`src/rtl/sg_pkg.sv`:
```
package sg_pkg;
  typedef enum logic [1:0] {
    ST_IDLE,
    ST_REQ,
    ST_WAIT,
    ST_FLUSH
  } sg_state_e;
endpackage

```
`src/rtl/sg_seg_calc.sv`:
```
// Cuts the current page down to the bytes this transfer covers.
module sg_seg_calc #(
  parameter int AW         = 32,
  parameter int PAGE_BYTES = 4096,
  parameter int LEN_W      = 18
) (
  input  logic                          first,
  input  logic [$clog2(PAGE_BYTES)-1:0] off,
  input  logic [LEN_W-1:0]              remain,
  input  logic [AW-1:0]                 pbase,
  output logic [AW-1:0]                 seg_start,
  output logic [LEN_W-1:0]              seg_len,
  output logic                          seg_last
);
  localparam int PG_SH = $clog2(PAGE_BYTES);

  logic [LEN_W-1:0] room;

  always_comb begin
    room = first ? (LEN_W'(PAGE_BYTES) - {{(LEN_W-PG_SH){1'b0}}, off})
                 : LEN_W'(PAGE_BYTES);
    seg_len   = (remain < room) ? remain : room;
    seg_last  = (remain == seg_len);
    seg_start = pbase + (first ? AW'(off) : '0);
  end
endmodule

```
`src/rtl/sg_merge_chk.sv`:
```
// Decides whether a new piece can be folded into the open descriptor.
module sg_merge_chk #(
  parameter int AW        = 32,
  parameter int WIN_BYTES = 65536,
  parameter int LEN_W     = 18
) (
  input  logic                         have,
  input  logic [AW-1:0]                cur_base,
  input  logic [$clog2(WIN_BYTES):0]   cur_len,
  input  logic [AW-1:0]                seg_start,
  input  logic [LEN_W-1:0]             seg_len,
  output logic                         join_ok
);
  localparam int WIN_SH = $clog2(WIN_BYTES);

  logic [AW-1:0] next_addr;
  logic [AW-1:0] end_addr;

  always_comb begin
    next_addr = cur_base + AW'(cur_len);
    end_addr  = seg_start + AW'(seg_len) - AW'(1);
    join_ok   = have && (seg_start == next_addr) &&
                ((cur_base >> WIN_SH) == (end_addr >> WIN_SH));
  end
endmodule

```
`src/rtl/sg_list_builder.sv`:
```
module sg_list_builder
  import sg_pkg::*;
#(
  parameter int AW         = 32,
  parameter int PAGE_BYTES = 4096,
  parameter int WIN_BYTES  = 65536,
  parameter int MAX_XFER   = 131072,
  parameter int LEN_W      = $clog2(MAX_XFER) + 1,
  parameter int IDX_W      = $clog2(MAX_XFER / PAGE_BYTES + 1)
) (
  input  logic             clk,
  input  logic             rst,
  input  logic             start,
  input  logic [AW-1:0]    start_addr,
  input  logic [LEN_W-1:0] total_len,
  output logic             done,
  output logic             err,
  output logic             xl_req_valid,
  input  logic             xl_req_ready,
  output logic [AW-1:0]    xl_req_vaddr,
  input  logic             xl_rsp_valid,
  output logic             xl_rsp_ready,
  input  logic [AW-1:0]    xl_rsp_pbase,
  output logic             tbl_we,
  output logic [IDX_W-1:0] tbl_idx,
  output logic [AW-1:0]    tbl_base,
  output logic [31:0]      tbl_count
);
  localparam int PG_SH      = $clog2(PAGE_BYTES);
  localparam int WIN_SH     = $clog2(WIN_BYTES);
  localparam int CL_W       = WIN_SH + 1;
  localparam int DESC_LIMIT = MAX_XFER / PAGE_BYTES + 1;
  localparam logic [AW-1:0] PG_MASK = AW'(PAGE_BYTES - 1);

  sg_state_e        state;
  logic [AW-1:0]    vpage;
  logic [PG_SH-1:0] off;
  logic [LEN_W-1:0] remain;
  logic             first;
  logic             have;
  logic [IDX_W-1:0] idx;
  logic [AW-1:0]    cur_base;
  logic [CL_W-1:0]  cur_len;

  logic [AW-1:0]    seg_start;
  logic [LEN_W-1:0] seg_len;
  logic             seg_last;
  logic             join_ok;
  logic             at_limit;

  sg_seg_calc #(.AW(AW), .PAGE_BYTES(PAGE_BYTES), .LEN_W(LEN_W)) u_seg (
    .first     (first),
    .off       (off),
    .remain    (remain),
    .pbase     (xl_rsp_pbase),
    .seg_start (seg_start),
    .seg_len   (seg_len),
    .seg_last  (seg_last)
  );

  sg_merge_chk #(.AW(AW), .WIN_BYTES(WIN_BYTES), .LEN_W(LEN_W)) u_merge (
    .have      (have),
    .cur_base  (cur_base),
    .cur_len   (cur_len),
    .seg_start (seg_start),
    .seg_len   (seg_len),
    .join_ok   (join_ok)
  );

  // The next descriptor would be number DESC_LIMIT (index DESC_LIMIT-1).
  assign at_limit     = have && (idx == IDX_W'(DESC_LIMIT - 2));
  assign xl_req_valid = (state == ST_REQ);
  assign xl_rsp_ready = (state == ST_WAIT);
  assign xl_req_vaddr = vpage;

  always_ff @(posedge clk) begin
    if (rst) begin
      state     <= ST_IDLE;
      vpage     <= '0;
      off       <= '0;
      remain    <= '0;
      first     <= 1'b0;
      have      <= 1'b0;
      idx       <= '0;
      cur_base  <= '0;
      cur_len   <= '0;
      done      <= 1'b0;
      err       <= 1'b0;
      tbl_we    <= 1'b0;
      tbl_idx   <= '0;
      tbl_base  <= '0;
      tbl_count <= '0;
    end else begin
      done   <= 1'b0;
      err    <= 1'b0;
      tbl_we <= 1'b0;
      case (state)
        ST_IDLE: begin
          if (start) begin
            if (total_len == '0) begin
              done <= 1'b1;
              err  <= 1'b1;
            end else begin
              vpage  <= start_addr & ~PG_MASK;
              off    <= start_addr[PG_SH-1:0];
              remain <= total_len;
              first  <= 1'b1;
              have   <= 1'b0;
              idx    <= '0;
              state  <= ST_REQ;
            end
          end
        end
        ST_REQ: begin
          if (xl_req_ready) state <= ST_WAIT;
        end
        ST_WAIT: begin
          if (xl_rsp_valid) begin
            if (join_ok) begin
              cur_len <= cur_len + CL_W'(seg_len);
              remain  <= remain - seg_len;
              vpage   <= vpage + AW'(PAGE_BYTES);
              first   <= 1'b0;
              state   <= seg_last ? ST_FLUSH : ST_REQ;
            end else if (at_limit) begin
              done  <= 1'b1;
              err   <= 1'b1;
              have  <= 1'b0;
              state <= ST_IDLE;
            end else begin
              if (have) begin
                tbl_we    <= 1'b1;
                tbl_idx   <= idx;
                tbl_base  <= cur_base;
                tbl_count <= {1'b0, {(31-WIN_SH){1'b0}}, cur_len[WIN_SH-1:0]};
                idx       <= idx + 1'b1;
              end
              cur_base <= seg_start;
              cur_len  <= CL_W'(seg_len);
              have     <= 1'b1;
              remain   <= remain - seg_len;
              vpage    <= vpage + AW'(PAGE_BYTES);
              first    <= 1'b0;
              state    <= seg_last ? ST_FLUSH : ST_REQ;
            end
          end
        end
        ST_FLUSH: begin
          tbl_we    <= 1'b1;
          tbl_idx   <= idx;
          tbl_base  <= cur_base;
          tbl_count <= {1'b1, {(31-WIN_SH){1'b0}}, cur_len[WIN_SH-1:0]};
          done      <= 1'b1;
          have      <= 1'b0;
          state     <= ST_IDLE;
        end
        default: state <= ST_IDLE;
      endcase
    end
  end

  // a pending request holds its address until accepted
  a_r10_req_hold: assert property (@(posedge clk) disable iff (rst)
    xl_req_valid && !xl_req_ready |=> xl_req_valid && $stable(xl_req_vaddr));

  // requested addresses are page aligned
  a_r10_req_aligned: assert property (@(posedge clk) disable iff (rst)
    xl_req_valid |-> ((xl_req_vaddr & PG_MASK) == '0));

  // never a request and a response slot at once
  a_r10_one_outstanding: assert property (@(posedge clk) disable iff (rst)
    !(xl_req_valid && xl_rsp_ready));

  // empty request ends at once with an error and no write
  a_r8_zero_len: assert property (@(posedge clk) disable iff (rst)
    (state == ST_IDLE) && start && (total_len == '0) |=> done && err && !tbl_we);

  // err only appears together with done
  a_r7_err_with_done: assert property (@(posedge clk) disable iff (rst)
    err |-> done);

  // a table-end flag coincides with a clean finish
  a_r6_eot_done: assert property (@(posedge clk) disable iff (rst)
    tbl_we && tbl_count[31] |-> done && !err);

  // indices stay below the descriptor limit
  a_r9_idx_range: assert property (@(posedge clk) disable iff (rst)
    tbl_we |-> (tbl_idx < IDX_W'(DESC_LIMIT - 1)));

  // outputs quiet in the cycle after reset
  a_r11_reset_quiet: assert property (@(posedge clk)
    $past(rst) |-> !done && !err && !tbl_we);
endmodule

```
`config.mk`:
```
export PLATFORM = sky130hd
export DESIGN_NAME = sg_list_builder
export DESIGN_NICKNAME = d
export VERILOG_FILES = /design/src/rtl/sg_pkg.sv /design/src/rtl/sg_seg_calc.sv /design/src/rtl/sg_merge_chk.sv /design/src/rtl/sg_list_builder.sv
export SDC_FILE = /design/constraint.sdc
export NUM_CORES = 1
export LEC_CHECK = 0
export BUFFER_PORTS_ARGS = -buffer_cell sky130_fd_sc_hd__buf_4
export CAP_MARGIN = 40
export CORE_UTILIZATION = 54
export DETAILED_ROUTE_END_ITERATION = 8
export HOLD_SLACK_MARGIN = 0.12
export PLACE_DENSITY = 0.78
export SYNTH_ARGS = -nofsm -noshare
export SYNTH_HDL_FRONTEND = slang
export SYNTH_SLANG_ARGS = --single-unit
```
`constraint.sdc`:
```
create_clock -name clk -period 7.65 [get_ports clk]
set_input_delay 0 -clock clk [delete_from_list [all_inputs] [get_ports clk]]
set_output_delay 0 -clock clk [all_outputs]
set_load 0.02 [all_outputs]
```
# [Yosys cells after proc, flatten, opt, wreduce, memory -nomap -nowiden]
# Cells that the tools add are included.
[totals] regBits=194 latch_bits=0 ramBits=0 rom_bits=0 in_bits=87 output_inout_bits=107 elab_cells=131 n_memories=0
[classes] addsub=9 n_mul=0 div=0 magnitude_cmp=1 eq_ne=16 shifts=0 mux=71 bitwise_logic=3 reduce_logical=16
[ops] operator="$mux W32" n=13
[ops] operator="$pmux W32 S2" n=3
[ops] operator="$mux W18" n=7
[ops] operator="$mux W6" n=10
[ops] operator="$pmux W18 S2" n=1
[ops] operator="$mux W17" n=2
[ops] operator="$add A32 B13 Y32 const B" n=1
[ops] operator="$add A32 B17 Y32" n=1
[ops] operator="$add A32 B18 Y32" n=1
[ops] operator="$add A32 B32 Y32" n=1
[ops] operator="$eq A32 B32 Y1" n=1
[ops] operator="$sub A32 B1 Y32 const B" n=1
[ops] operator="$pmux W6 S2" n=2
[ops] operator="$mux W1" n=19
[ops] operator="$eq A18 B18 Y1" n=1
[ops] operator="$logic_not A18 Y1" n=1
[ops] operator="$lt A18 B18 Y1" n=1
[ops] operator="$sub A18 B18 Y18" n=1
[ops] operator="$add A17 B17 Y17" n=1
[ops] operator="$eq A16 B16 Y1" n=1
[ops] operator="$reduce_and A5 Y1" n=3
[ops] operator="$mux W2" n=7
[ops] operator="$sub A13 B12 Y14 const A" n=1
[ops] operator="$mux W12" n=1
[ops] operator="other kinds (18)" n=35

# [Longest topological paths before layout]
# Gate-level depths: netlist (run 1).
[depth] depth_word=11 mapped_depth=36 mapped_depth_nobuf=32

# [Hierarchy]
# Synthesis (run 1) repeated with hierarchy kept, for this count alone.
[hier_totals] hier_cells=2107 area_unflattened_um2=15124.5
[by_module_without_submodules] module="sg_list_builder" n_inst=1 cells_each=1158 area_each_um2=8780.9 seq_area_each_um2=3343.2
[by_module_without_submodules] module="sg_merge_chk" n_inst=1 cells_each=625 area_each_um2=4071.4 seq_area_each_um2=0.0
[by_module_without_submodules] module="sg_seg_calc" n_inst=1 cells_each=324 area_each_um2=2272.2 seq_area_each_um2=0.0

# [Worst setup path after synthesis (run 1)]
# OpenSTA, ideal clock, no wires.
[synth_timing] path_type="reg-to-reg" startpoint="reg off[3]" endpoint="reg vpage[20], in the netlist xl_req_vaddr[20]" setup_ns=0.131 t_arrival_ns=7.303 t_required_ns=7.519 setup_slack_ns=0.216 path_stages_with_launch=35 n_path_buf=3 cell_sequence="dfxtp_1 > or4_1 > nor4_1 > nand2b_1 > or3_1 > and3_1 > inv_1 > ha_1 > a21o_1 > a2111oi_4 > o21a_2 > nand2_1 > clkbuf_1 > nor2_1 > a31o_2 > clkbuf_1 > clkinv_1 > nand2b_1 > nand2_1 > ha_1 > a21oi_1 > o21ai_0 > a221o_1 > a21boi_0 > a21oi_1 > nor4_1 > nand4_1 > nor4_1 > o2111ai_1 > nor3_1 > nand4_4 > o21ba_2 > buf_2 > o311ai_1 > o31ai_1"
[synth_between] elab_chain_len=11 word_cells_on_any_way=17
[synth_rtl] item="start, declared" line_no="sg_list_builder.sv:37" text="logic [PG_SH-1:0] off;"
[synth_rtl] item="start signal, assigned" line_no="sg_list_builder.sv:105" text="off <= start_addr[PG_SH-1:0];"
[synth_rtl] item="$sub A13 B12 Y14" line_no="sg_seg_calc.sv:20" text="room = first ? (LEN_W'(PAGE_BYTES) - {{(LEN_W-PG_SH){1'b0}}, off})"
[synth_rtl] item="$mux W18" line_no="sg_seg_calc.sv:20"
[synth_rtl] item="$lt A18 B18 Y1" line_no="sg_seg_calc.sv:22" text="seg_len = (remain < room) ? remain : room;"
[synth_rtl] item="$mux W18" line_no="sg_seg_calc.sv:22"
[synth_rtl] item="$add A32 B18 Y32" line_no="sg_merge_chk.sv:21" text="end_addr = seg_start + AW'(seg_len) - AW'(1);"
[synth_rtl] item="$sub A32 B1 Y32" line_no="sg_merge_chk.sv:21"
[synth_rtl] item="$eq A16 B16 Y1" line_no="sg_merge_chk.sv:23" text="((cur_base >> WIN_SH) == (end_addr >> WIN_SH));"
[synth_rtl] item="$logic_and A1 B1 Y1 (*)" line_no="sg_merge_chk.sv:22" text="join_ok = have && (seg_start == next_addr) &&"
[synth_rtl] item="$mux W32" line_no="sg_list_builder.sv:119" text="if (join_ok) begin"
[synth_rtl] item="$mux W32" line_no="sg_list_builder.sv:118" text="if (xl_rsp_valid) begin"
[synth_rtl] item="$pmux W32 S2" line_no="sg_list_builder.sv:97" text="case (state)"
[synth_rtl] item="end signal, assigned" line_no="sg_list_builder.sv:104" text="vpage <= start_addr & ~PG_MASK;"
[synth_rtl] item="end signal, assigned" line_no="sg_list_builder.sv:122" text="vpage <= vpage + AW'(PAGE_BYTES);"
[synth_rtl] item="end signal, assigned" line_no="sg_list_builder.sv:142" text="vpage <= vpage + AW'(PAGE_BYTES);"
[synth_rtl] item="end, declared" line_no="sg_list_builder.sv:36" text="logic [AW-1:0] vpage;"
# Mark *: on every way between the ends. The rest lies on a longest branch, timed or not. The select of a mux whose other input is x is not followed.
# A chain may end at the register's enable or synchronous reset.

# [Worst setup path after layout (run 1)]
[layout_timing] startpoint="reg off[5]" endpoint="reg cur_base[6]"
[layout_between] elab_chain_len=10 word_cells_on_any_way=14
[layout_rtl] item="$sub A13 B12 Y14" line_no="sg_seg_calc.sv:20"
[layout_rtl] item="$mux W18" line_no="sg_seg_calc.sv:20"
[layout_rtl] item="$lt A18 B18 Y1" line_no="sg_seg_calc.sv:22"
[layout_rtl] item="$mux W18" line_no="sg_seg_calc.sv:22"
[layout_rtl] item="$add A32 B18 Y32" line_no="sg_merge_chk.sv:21"
[layout_rtl] item="$sub A32 B1 Y32" line_no="sg_merge_chk.sv:21"
[layout_rtl] item="$eq A16 B16 Y1" line_no="sg_merge_chk.sv:23"
[layout_rtl] item="$logic_and A1 B1 Y1" line_no="sg_merge_chk.sv:22"
[layout_rtl] item="$not A1 Y1 (no line)"
[layout_rtl] item="$reduce_and A4 Y1 (no line)"
[layout_rtl] item="end signal, assigned" line_no="sg_list_builder.sv:138" text="cur_base <= seg_start;"
[layout_rtl] item="end, declared" line_no="sg_list_builder.sv:42" text="logic [AW-1:0] cur_base;"
# Parallel ways exist; a longest one is shown, timed or not.

==> results of run 1 <==
[state kept, by name, summed over array words and instances, names as in the netlist, 2 cells and up]
| signal | cells |
|---|---|
| cur_base | 32 |
| tbl_base | 32 |
| xl_req_vaddr | 20 |
| remain | 18 |
| cur_len | 17 |
| tbl_count | 17 |
| off | 12 |
| idx | 6 |
| tbl_idx | 6 |
| state | 2 |
[area by class of cell]
class	instances	area [um2]
clock buffers	18	439
clock inverters	14	185
fillers	2259	8500
inverters	103	388
multi-input cells	1641	11200
flip-flops and latches	167	3340
well taps	378	473
repair buffers	385	3220
[what timing repair did]
action,in CTS,in global routing
setup endpoints to repair,77,154
setup buffers,0,22
hold buffers,76,0
cloned,0,1
endpoints found under the hold margin,67,0
resized for setup,3,61
pin swaps,0,26
[through the flow]
step | util (%) | hold slack, ns | cells
floorplan | - | 0.136 | 2035
global placement | 62.7 | 0.252 | 2574
detailed placement | 62.7 | 0.255 | 2574
CTS | 67.8 | 0.124 | 2682
global route | 69.4 | 0.153 | 2706
finish | 69.4 | 0.161 | 2706
[layer usage]
layer | vias to the layer above | track usage [%] | routed length, um
li1 | 7880 | - | -
met1 | 8109 | 53.5 | 24800
met2 | 935 | 58.9 | 25300
met3 | 80 | 8.37 | 5820
met4 | 0 | 11.5 | 1050
met5 | - | 0 | 0
[worst max-delay path by stage]
stage,to,start,slack [ns],cells after the start
5_1_grt,cur_base[6],off[5],-0.09,37
3_5_place_dp,cur_base[19],off[3],-0.15,34
2_1_floorplan,xl_req_vaddr[20],off[3],0.22,34
4_1_cts,cur_base[11],off[3],0.06,33
6_report,cur_base[6],off[5],0.12,35
3_3_place_gp,cur_base[11],off[3],0.08,33
[synthesized netlist by cell type, types with 15 or more instances]
master     instances
nand2_1          280
dfxtp_1          167
a21oi_1          155
nor2_1           134
ha_1             103
inv_1             99
clkbuf_1          75
mux2i_1           74
xnor2_1           68
o21ai_0           66
nand3_1           53
nor3_1            46
a21o_1            43
a211oi_1          40
a31oi_1           34
and2_1            34
nand4_1           34
xor2_1            31
and3_1            30
buf_4             29
o31ai_1           29
nor4_1            23
or2_2             20
nand2b_1          18
o22ai_1           18
o2111ai_1         16
buf_2             15
or3_1             15
[power by group]
group / switching, mW / total [mW] / internal, mW
registers: 0.0498 / 0.955 / 0.905
clock network: 0.428 / 0.961 / 0.533
logic: 0.934 / 1.62 / 0.681
[critical path, delay by kind of cell (launching register included)]
family | cells | cell delay (ns)
buffers and inverters | 8 | 0.99
AND/OR/NAND/NOR | 10 | 2.11
multiplexers | 2 | 0.51
adder cells (fa/ha/maj) | 2 | 0.56
XOR/XNOR | 1 | 0.17
flip-flops | 1 | 0.33
AO/OA/AOI/OAI | 12 | 2.66
[logic make-up (layout without fill, tap and decap cells)]
logic type	Yosys count	count (layout)	share of synthesized area, %
AOI/OAI and AO/OA	554	554	24.9
xor gates and xnor gates	113	113	7.72
adders and majority gates	108	108	9.07
buffers and inverters	227	520	6.64
DFF	167	167	22.0
muxes	84	84	5.63
other	2	35	0.0494
and+or+nand+nor	747	747	24.0
==> impl_metrics.py, run 1 <==
metrics = {
    "drt": {
        "drtIter0Drc": 1771,
        "vias_per_cell": 6.28,
        "route.detailed.drc": 0,
        "vias": 17000,
        "avgRoutedWirePerCell_um": 21.1,
        "dr.pass1.iters": 6,
        "ant_nets": 0,
        "routed_wl_mm": 57.0,
    },
    "floorplanning": {
        "die-height_um": 170,
        "die_area_um2": 28800,
        "die-width_um": 170,
        "core_um2": 27800,
        "ioPinCount": 194,
        "num_rows": 61,
        "initial_utilization_pct": 54.7,
    },
    "finish": {
        "final_area_um2": 19300,
        "layout_commonest_cell": "buf_4",
        "drive_above_1_share_pct": 19.5,
        "antennaDiodeCount": 0,
        "areaGrowthSynthToFinish_pct": 26.8,
        "final_cell_mix": "buf_4, nand2_1, dfxtp_1, a21oi_1, nor2_1",
        "fin_nets": 2509,
    },
    "sta": {
        "slew_headroom_pct": 36.9,
        "fin_tns_setup_ns": 0,
        "min_period_over_period_pct": 98.4,
        "fin_ws_ns": 0.124,
        "clock_skew_ns": 0.0208,
        "drv_slew": 0,
        "period_needed_ns": 7.53,
        "worstMarginPinSlew_ns": 0.940,
        "max_freq_mhz": 133,
        "final-setup-viol-count": 0,
        "finalHoldViolCount": 0,
    },
    "hold_path": {
        "hold_path_startpoint": "xl_rsp_pbase[25]",
        "whs_endpoint": "cur_base[25]",
        "hp-class": "input port to flip-flop",
        "hold_depth": 5,
    },
    "worst_setup_path": {
        "r2r_start": "off[5]",
        "max_stage_delay_ns": 0.56,
        "end_kind": "flip-flop",
        "r2r_setup_slack_ns": 0.12,
        "worstPathRequired_ns": 7.96,
        "path_class": "flip-flop to flip-flop",
        "rr_worst_depth": 35,
        "r2r-end": "cur_base[6]",
        "cp_max_fo": 6,
        "start_kind": "flip-flop",
        "crit_arrival_ns": 7.83,
        "cpMostUsedCell": "buf_4",
        "crit_slowest_cell": "or4_4",
    },
    "logic_synthesis": {
        "ys_ff_latch": 167,
        "synth_cell_type_count": 100,
        "async_reset_ff_share_pct": 0,
        "synth_edf_count": 0,
        "syn_inst": 2002,
        "yosysTopAreaCellShare_pct": 22.0,
        "syn_area_per_cell_um2": 7.60,
        "synth_largest_area_cell": "dfxtp_1",
        "synthesis.area_um2": 15200,
        "synthFlopType": "dfxtp_1",
        "yosysSeqAreaShare_pct": 22.0,
        "yosys_warnings": 0,
        "synth_area_leaders": "dfxtp_1, ha_1, nand2_1",
    },
    "power_and_ir_drop": {
        "max-vdd-ir-drop_uv": 143,
        "power_density_nw_per_um2": 183,
        "p_leak_nw": 8.49,
        "power.total_mw": 3.53,
    },
    "grt": {
        "grt_pass1_vias": 15500,
        "grt_pass1_wl_mm": 85.8,
        "grt_max_degree": 93,
        "gr-usage-all-layers_pct": 38.4,
        "antenna_found_initial": 0,
        "gr-total-overflow": 0,
    },
    "clock_tree": {
        "clk_latency_ns": 0.46,
        "clock_path_buffers": 2,
        "cts_sinks": 167,
        "path_clk_slew_ns": 0.08,
        "cts_buffers": 17,
        "h-tree-depth": 4,
        "cts-root-buf": "clkbuf_16",
        "cts_tree": "built",
    },
    "status": {
        "status": "finished clean",
    },
    "placed_design": {
        "globalplace.congestion": 0.962,
        "dp_hpwl_mm": 42.5,
        "preCtsSetupSlack_ns": -0.148,
        "port_buffers": 166,
        "placed_cell_area_um2": 17400,
    },
    "job": {
        "drv_cap": 0,
    },
}
Note: power is estimated with default switching activity, not from simulation.
==> run 2, diff against run 1 <==
--- a/config.mk
+++ b/config.mk
@@ -11,6 +11,7 @@
 export DETAILED_ROUTE_END_ITERATION = 8
 export HOLD_SLACK_MARGIN = 0.12
 export PLACE_DENSITY = 0.78
+export RECOVER_POWER = 25
 export SYNTH_ARGS = -nofsm -noshare
 export SYNTH_HDL_FRONTEND = slang
 export SYNTH_SLANG_ARGS = --single-unit
==> run 2 against run 1 <==
  * Routed wire length up 0.15%
  * Cell count unchanged
  * Critical path type unchanged
  * Register-to-register slack about the same
  * Global-route usage unchanged
  * Final area down 1.2%
  * Non-clock buffer count unchanged
  * Combinational power about the same
  * Largest cell class unchanged
  * Highest routed layer unchanged
  * Critical endpoint unchanged
  * Count of clock-buffer cells in the layout unchanged
  * Via count up 0.54%
  * Sequential share of layout area up 0.21 points
==> impl_metrics.py, run 2 (same netlist as run 1, synthesis figures left out) <==
metrics = {
    "finish": {
        "areaGrowthSynthToFinish_pct": 25.3,
        "fin_nets": 2509,
        "drive_above_1_share_pct": 16.9,
        "layout_commonest_cell": "nand2_1",
        "nFillCells": 2351,
        "final_area_um2": 19100,
        "final_cell_mix": "nand2_1, buf_4, dfxtp_1, a21oi_1, nor2_1",
        "seqCellArea_um2": 3340,
        "multiInputGateArea_um2": 11200,
        "final_core_util_pct": 68.6,
        "antennaDiodeCount": 0,
    },
    "sta": {
        "min_period_over_period_pct": 98.4,
        "drv_slew": 0,
        "clock_skew_ns": 0.0188,
        "finalHoldWorstSlack_ns": 0.151,
        "slew_headroom_pct": 37.7,
        "max_freq_mhz": 133,
        "fin_ws_ns": 0.122,
        "period_needed_ns": 7.53,
        "finalHoldViolCount": 0,
        "worstMarginPinSlew_ns": 0.928,
        "final-setup-viol-count": 0,
    },
    "drt": {
        "avgRoutedWirePerCell_um": 21.1,
        "route.detailed.drc": 0,
        "dr.pass1.iters": 9,
        "ant_nets": 0,
        "drtIter0Drc": 1918,
        "vias_per_cell": 6.32,
        "vias": 17100,
        "routed_wl_mm": 57.1,
    },
    "clock_tree": {
        "cts_sinks": 167,
        "clock_path_buffers": 2,
        "cts_tree": "built",
        "cts_buffers": 17,
        "cts-root-buf": "clkbuf_16",
        "path_clk_slew_ns": 0.08,
        "h-tree-depth": 4,
        "clk_latency_ns": 0.46,
    },
    "job": {
        "drv_cap": 0,
    },
    "grt": {
        "gr-usage-all-layers_pct": 38.4,
        "gr-total-overflow": 0,
        "grt_pass1_vias": 15500,
        "grt_pass1_wl_mm": 85.8,
        "antenna_found_initial": 0,
        "grt_max_degree": 93,
    },
    "hold_path": {
        "whs_endpoint": "cur_base[25]",
        "hp-class": "input port to flip-flop",
        "hold_path_startpoint": "xl_rsp_pbase[25]",
        "hold_depth": 5,
    },
    "status": {
        "status": "finished clean",
    },
    "placed_design": {
        "placed_cell_area_um2": 17400,
        "globalplace.congestion": 0.962,
        "port_buffers": 166,
        "dp_hpwl_mm": 42.5,
        "preCtsSetupSlack_ns": -0.148,
    },
    "worst_setup_path": {
        "r2r_setup_slack_ns": 0.12,
        "crit_arrival_ns": 7.83,
        "start_kind": "flip-flop",
        "r2r-end": "cur_base[6]",
        "worstPathRequired_ns": 7.96,
        "max_stage_delay_ns": 0.57,
        "cpMostUsedCell": "buf_4",
        "cp_max_fo": 6,
        "rr_worst_depth": 36,
        "crit_slowest_cell": "or4_4",
        "r2r_start": "off[5]",
        "path_class": "flip-flop to flip-flop",
        "end_kind": "flip-flop",
    },
    "power_and_ir_drop": {
        "p_seq_share_pct": 27.1,
        "p_int_mw": 2.12,
        "p_leak_nw": 8.23,
        "p_sw_mw": 1.41,
        "comb_power_share_pct": 45.7,
        "switching_share_pct": 40.1,
        "power.share.clock_pct": 27.2,
        "max-vdd-ir-drop_uv": 143,
        "power_density_nw_per_um2": 185,
    },
    "floorplanning": {
        "ioPinCount": 194,
        "initial_utilization_pct": 54.7,
        "die_area_um2": 28800,
        "die-width_um": 170,
        "core_um2": 27800,
        "num_rows": 61,
        "die-height_um": 170,
    },
}
[run 2: area by class of cell]
cell class | count | share of cell area, %
clock buffer | 18 | 2.30
clock inverter | 14 | 0.972
timing repair buffer | 385 | 15.7
sequential | 167 | 17.6
inverter | 103 | 2.04
tap | 378 | 2.48
multi-input combinational | 1641 | 59.0
[run 2: what timing repair did]
item | 4_1_cts | 5_1_grt
endpoints found under the setup margin | 77 | 154
endpoints found under the hold margin | 67 | 0
setup buffers | 0 | 22
gates resized for setup | 3 | 61
pin swaps | 0 | 26
cloned | 0 | 1
hold buffers | 76 | 0
[run 2: power by group through the flow]
| stage | registers (mW) | logic [mW] | clock network [mW] |
|---|---|---|---|
| 2_1_floorplan | 0.969 | 0.916 | 0 |
| 4_1_cts | 0.950 | 1.46 | 0.964 |
| 6_report | 0.955 | 1.61 | 0.960 |
| 3_3_place_gp | 0.968 | 1.40 | 0 |
| 5_1_grt | 0.958 | 1.73 | 0.999 |
| 3_5_place_dp | 0.969 | 1.41 | 0 |
[run 2: metal layers]
metal,part of all wire [%],track usage [%]
met4,2.1,11.5
met3,10,8.37
met5,0,0
met2,44,58.9
met1,44,53.5
[run 2: worst max-delay path by stage]
stage	start	end	slack, ns
6_report	off[5]	cur_base[6]	0.12
5_1_grt	off[5]	cur_base[6]	-0.09
4_1_cts	off[3]	cur_base[11]	0.06
3_5_place_dp	off[3]	cur_base[19]	-0.15
3_3_place_gp	off[3]	cur_base[11]	0.08
2_1_floorplan	off[3]	xl_req_vaddr[20]	0.22
[run 2: through the flow]
step	cells	total power [mW]	setup TNS, ns
floorplan	2035	1.89	0
global placement	2574	2.37	0
detailed placement	2574	2.38	-2.34
CTS	2682	3.37	0
global route	2706	3.69	-1.58
finish	2706	3.53	0
[run 2: critical path, delay by kind of cell, from the launching register on]
family,cells,cell delay (ns)
fa+ha+maj,3,0.62
buf+inv,11,1.31
mux,2,0.54
compound gates,11,2.46
simple gates,8,1.91
flops,1,0.33
xor+xnor,1,0.18
==> run 3, diff against run 2 <==
--- a/config.mk
+++ b/config.mk
@@ -7,10 +7,9 @@
 export LEC_CHECK = 0
 export BUFFER_PORTS_ARGS = -buffer_cell sky130_fd_sc_hd__buf_4
 export CAP_MARGIN = 40
-export CORE_UTILIZATION = 54
+export CORE_UTILIZATION = 35
 export DETAILED_ROUTE_END_ITERATION = 8
 export HOLD_SLACK_MARGIN = 0.12
-export PLACE_DENSITY = 0.78
 export RECOVER_POWER = 25
 export SYNTH_ARGS = -nofsm -noshare
 export SYNTH_HDL_FRONTEND = slang
==> constraint.sdc (replaced) <==
create_clock -name clk -period 9.65 [get_ports clk]
set_input_delay 0 -clock clk [delete_from_list [all_inputs] [get_ports clk]]
set_output_delay 0 -clock clk [all_outputs]
set_load 0.02 [all_outputs]
==> run 3 against run 2 <==
  * Clock power down 31%
  * Die area up 54%
  * First-iteration DRC count down 36%
  * Sequential share of layout area up 0.80 points
  * Power down 29%
  * Critical path depth down 4
  * Global-route usage down 13 points
  * Register-to-register slack better by 0.59 ns
==> impl_metrics.py, run 3 (same netlist as run 1, synthesis figures left out) <==
metrics = {
    "finish": {
        "fin_nets": 2414,
        "nFillCells": 4493,
        "final_cell_mix": "nand2_1, dfxtp_1, a21oi_1, buf_4, nor2_1",
        "areaGrowthSynthToFinish_pct": 19.8,
        "antennaDiodeCount": 0,
        "drive_above_1_share_pct": 11.1,
        "layout_commonest_cell": "nand2_1",
    },
    "drt": {
        "ant_nets": 0,
        "drtIter0Drc": 1237,
        "routed_wl_mm": 56.5,
        "vias": 16000,
        "vias_per_cell": 5.67,
        "route.detailed.drc": 0,
        "avgRoutedWirePerCell_um": 20.1,
        "dr.pass1.iters": 5,
    },
    "clock_tree": {
        "cts-root-buf": "clkbuf_16",
        "h-tree-depth": 4,
        "cts_buffers": 17,
        "path_clk_slew_ns": 0.07,
        "clock_path_buffers": 2,
        "cts_sinks": 167,
        "cts_tree": "built",
        "clk_latency_ns": 0.47,
    },
    "sta": {
        "worstMarginPinSlew_ns": 0.971,
        "drv_slew": 0,
        "min_period_over_period_pct": 92.6,
        "grt_setup_unrepaired": "no",
        "finalHoldViolCount": 0,
        "slew_headroom_pct": 34.8,
        "final-setup-viol-count": 0,
        "clock_skew_ns": 0.0169,
        "period_needed_ns": 8.94,
        "max_freq_mhz": 112,
        "fin_tns_setup_ns": 0,
    },
    "floorplanning": {
        "ioPinCount": 194,
        "die_area_um2": 44300,
        "num_rows": 76,
        "core_um2": 43000,
        "initial_utilization_pct": 35.4,
        "die-width_um": 210,
        "die-height_um": 210,
    },
    "grt": {
        "grt_max_degree": 77,
        "grt_pass1_wl_mm": 86.0,
        "grt_pass1_vias": 14800,
        "antenna_found_initial": 0,
        "gr-usage-all-layers_pct": 25.1,
        "gr-total-overflow": 0,
    },
    "worst_setup_path": {
        "end_kind": "flip-flop",
        "max_stage_delay_ns": 0.63,
        "crit_slowest_cell": "or4_1",
        "worstSetupStartpoint": "off[3]",
        "crit_arrival_ns": 9.29,
        "worstPathRequired_ns": 10.00,
        "cp_max_fo": 18,
        "r2r_start": "off[3]",
        "start_kind": "flip-flop",
        "path_class": "flip-flop to flip-flop",
    },
    "power_and_ir_drop": {
        "p_leak_nw": 7.63,
        "max-vdd-ir-drop_uv": 94.6,
        "power.total_mw": 2.52,
        "power_density_nw_per_um2": 138,
    },
    "job": {
        "drv_cap": 0,
    },
    "placed_design": {
        "dp_hpwl_mm": 44.3,
        "globalplace.congestion": 0.982,
        "port_buffers": 166,
    },
    "hold_path": {
        "hold_path_startpoint": "xl_rsp_pbase[17]",
        "hp-class": "input port to flip-flop",
    },
    "status": {
        "status": "finished clean",
    },
}
-- run 3: cell count changes in the layout (fill, tap and decap cells not counted), moves of 5 or more --
cell           change
buf_4             -92
dlygate4sd3_1     +11
ha_1               +5
buf_6              -5
buf_12             -7
-- run 3: critical path, delay by kind of cell, from the launching register on --
family | cells | cell delay, ns
adders and majority gates | 3 | 0.91
AOI/OAI and AO/OA | 12 | 3.07
and+or+nand+nor | 11 | 2.96
muxes | 1 | 0.38
buffers and inverters | 5 | 1.12
DFF | 1 | 0.37
-- run 3: per-layer routing --
metal  track usage, %  up-vias  part of all wire [%]
li1                 -     7708                     -
met1             37.7     7659                    49
met2             36.8      544                    42
met3             4.07       47                   6.8
met4             6.12        0                   1.7
met5                0        -                     0
-- run 3: power by group --
part	internal [mW]	total [mW]	switching, mW
Clock	0.358	0.661	0.304
Sequential	0.718	0.761	0.0435
Combinational	0.406	1.09	0.688
-- run 3: repair_timing --
item	4_1_cts	5_1_grt
gates resized for setup	0	9
buffers inserted	0	11
hold buffers	87	0
endpoints found under the hold margin	68	0
endpoints found under the setup margin	0	31
-- run 3: worst paths after layout --
path | endpoint | slack, ns | depth (start not counted)
worst min register to register | tbl_base[4] | 0.45 | 2
worst max-delay path | xl_req_vaddr[29] | 0.71 | 32
worst max register to register | xl_req_vaddr[29] | 0.71 | 32
worst min-delay path | cur_base[17] | 0.15 | 5
-- run 3: final cells by class --
cell class	count	area (um2)	share of cell area, %
clock inverter	8	76.3	0.419
clock buffer	22	454	2.49
sequential	167	3340	18.4
inverter	103	389	2.14
tap	585	732	4.02
multi-input combinational	1641	11000	60.6
timing repair buffer	290	2180	12.0
-- run 3: stage by stage --
step	cell area (um2)	hold slack, ns	setup slack, ns	cells	utilization [%]
final	18200	0.148	0.710	2816	42.4
after global routing	18200	0.158	0.0369	2816	42.4
after CTS	18300	0.125	0.179	2805	42.7
after detailed placement	16900	0.254	0.654	2688	39.4
after global placement	16900	0.251	0.830	2685	39.3
after floorplan	15300	0.136	2.22	2035	-
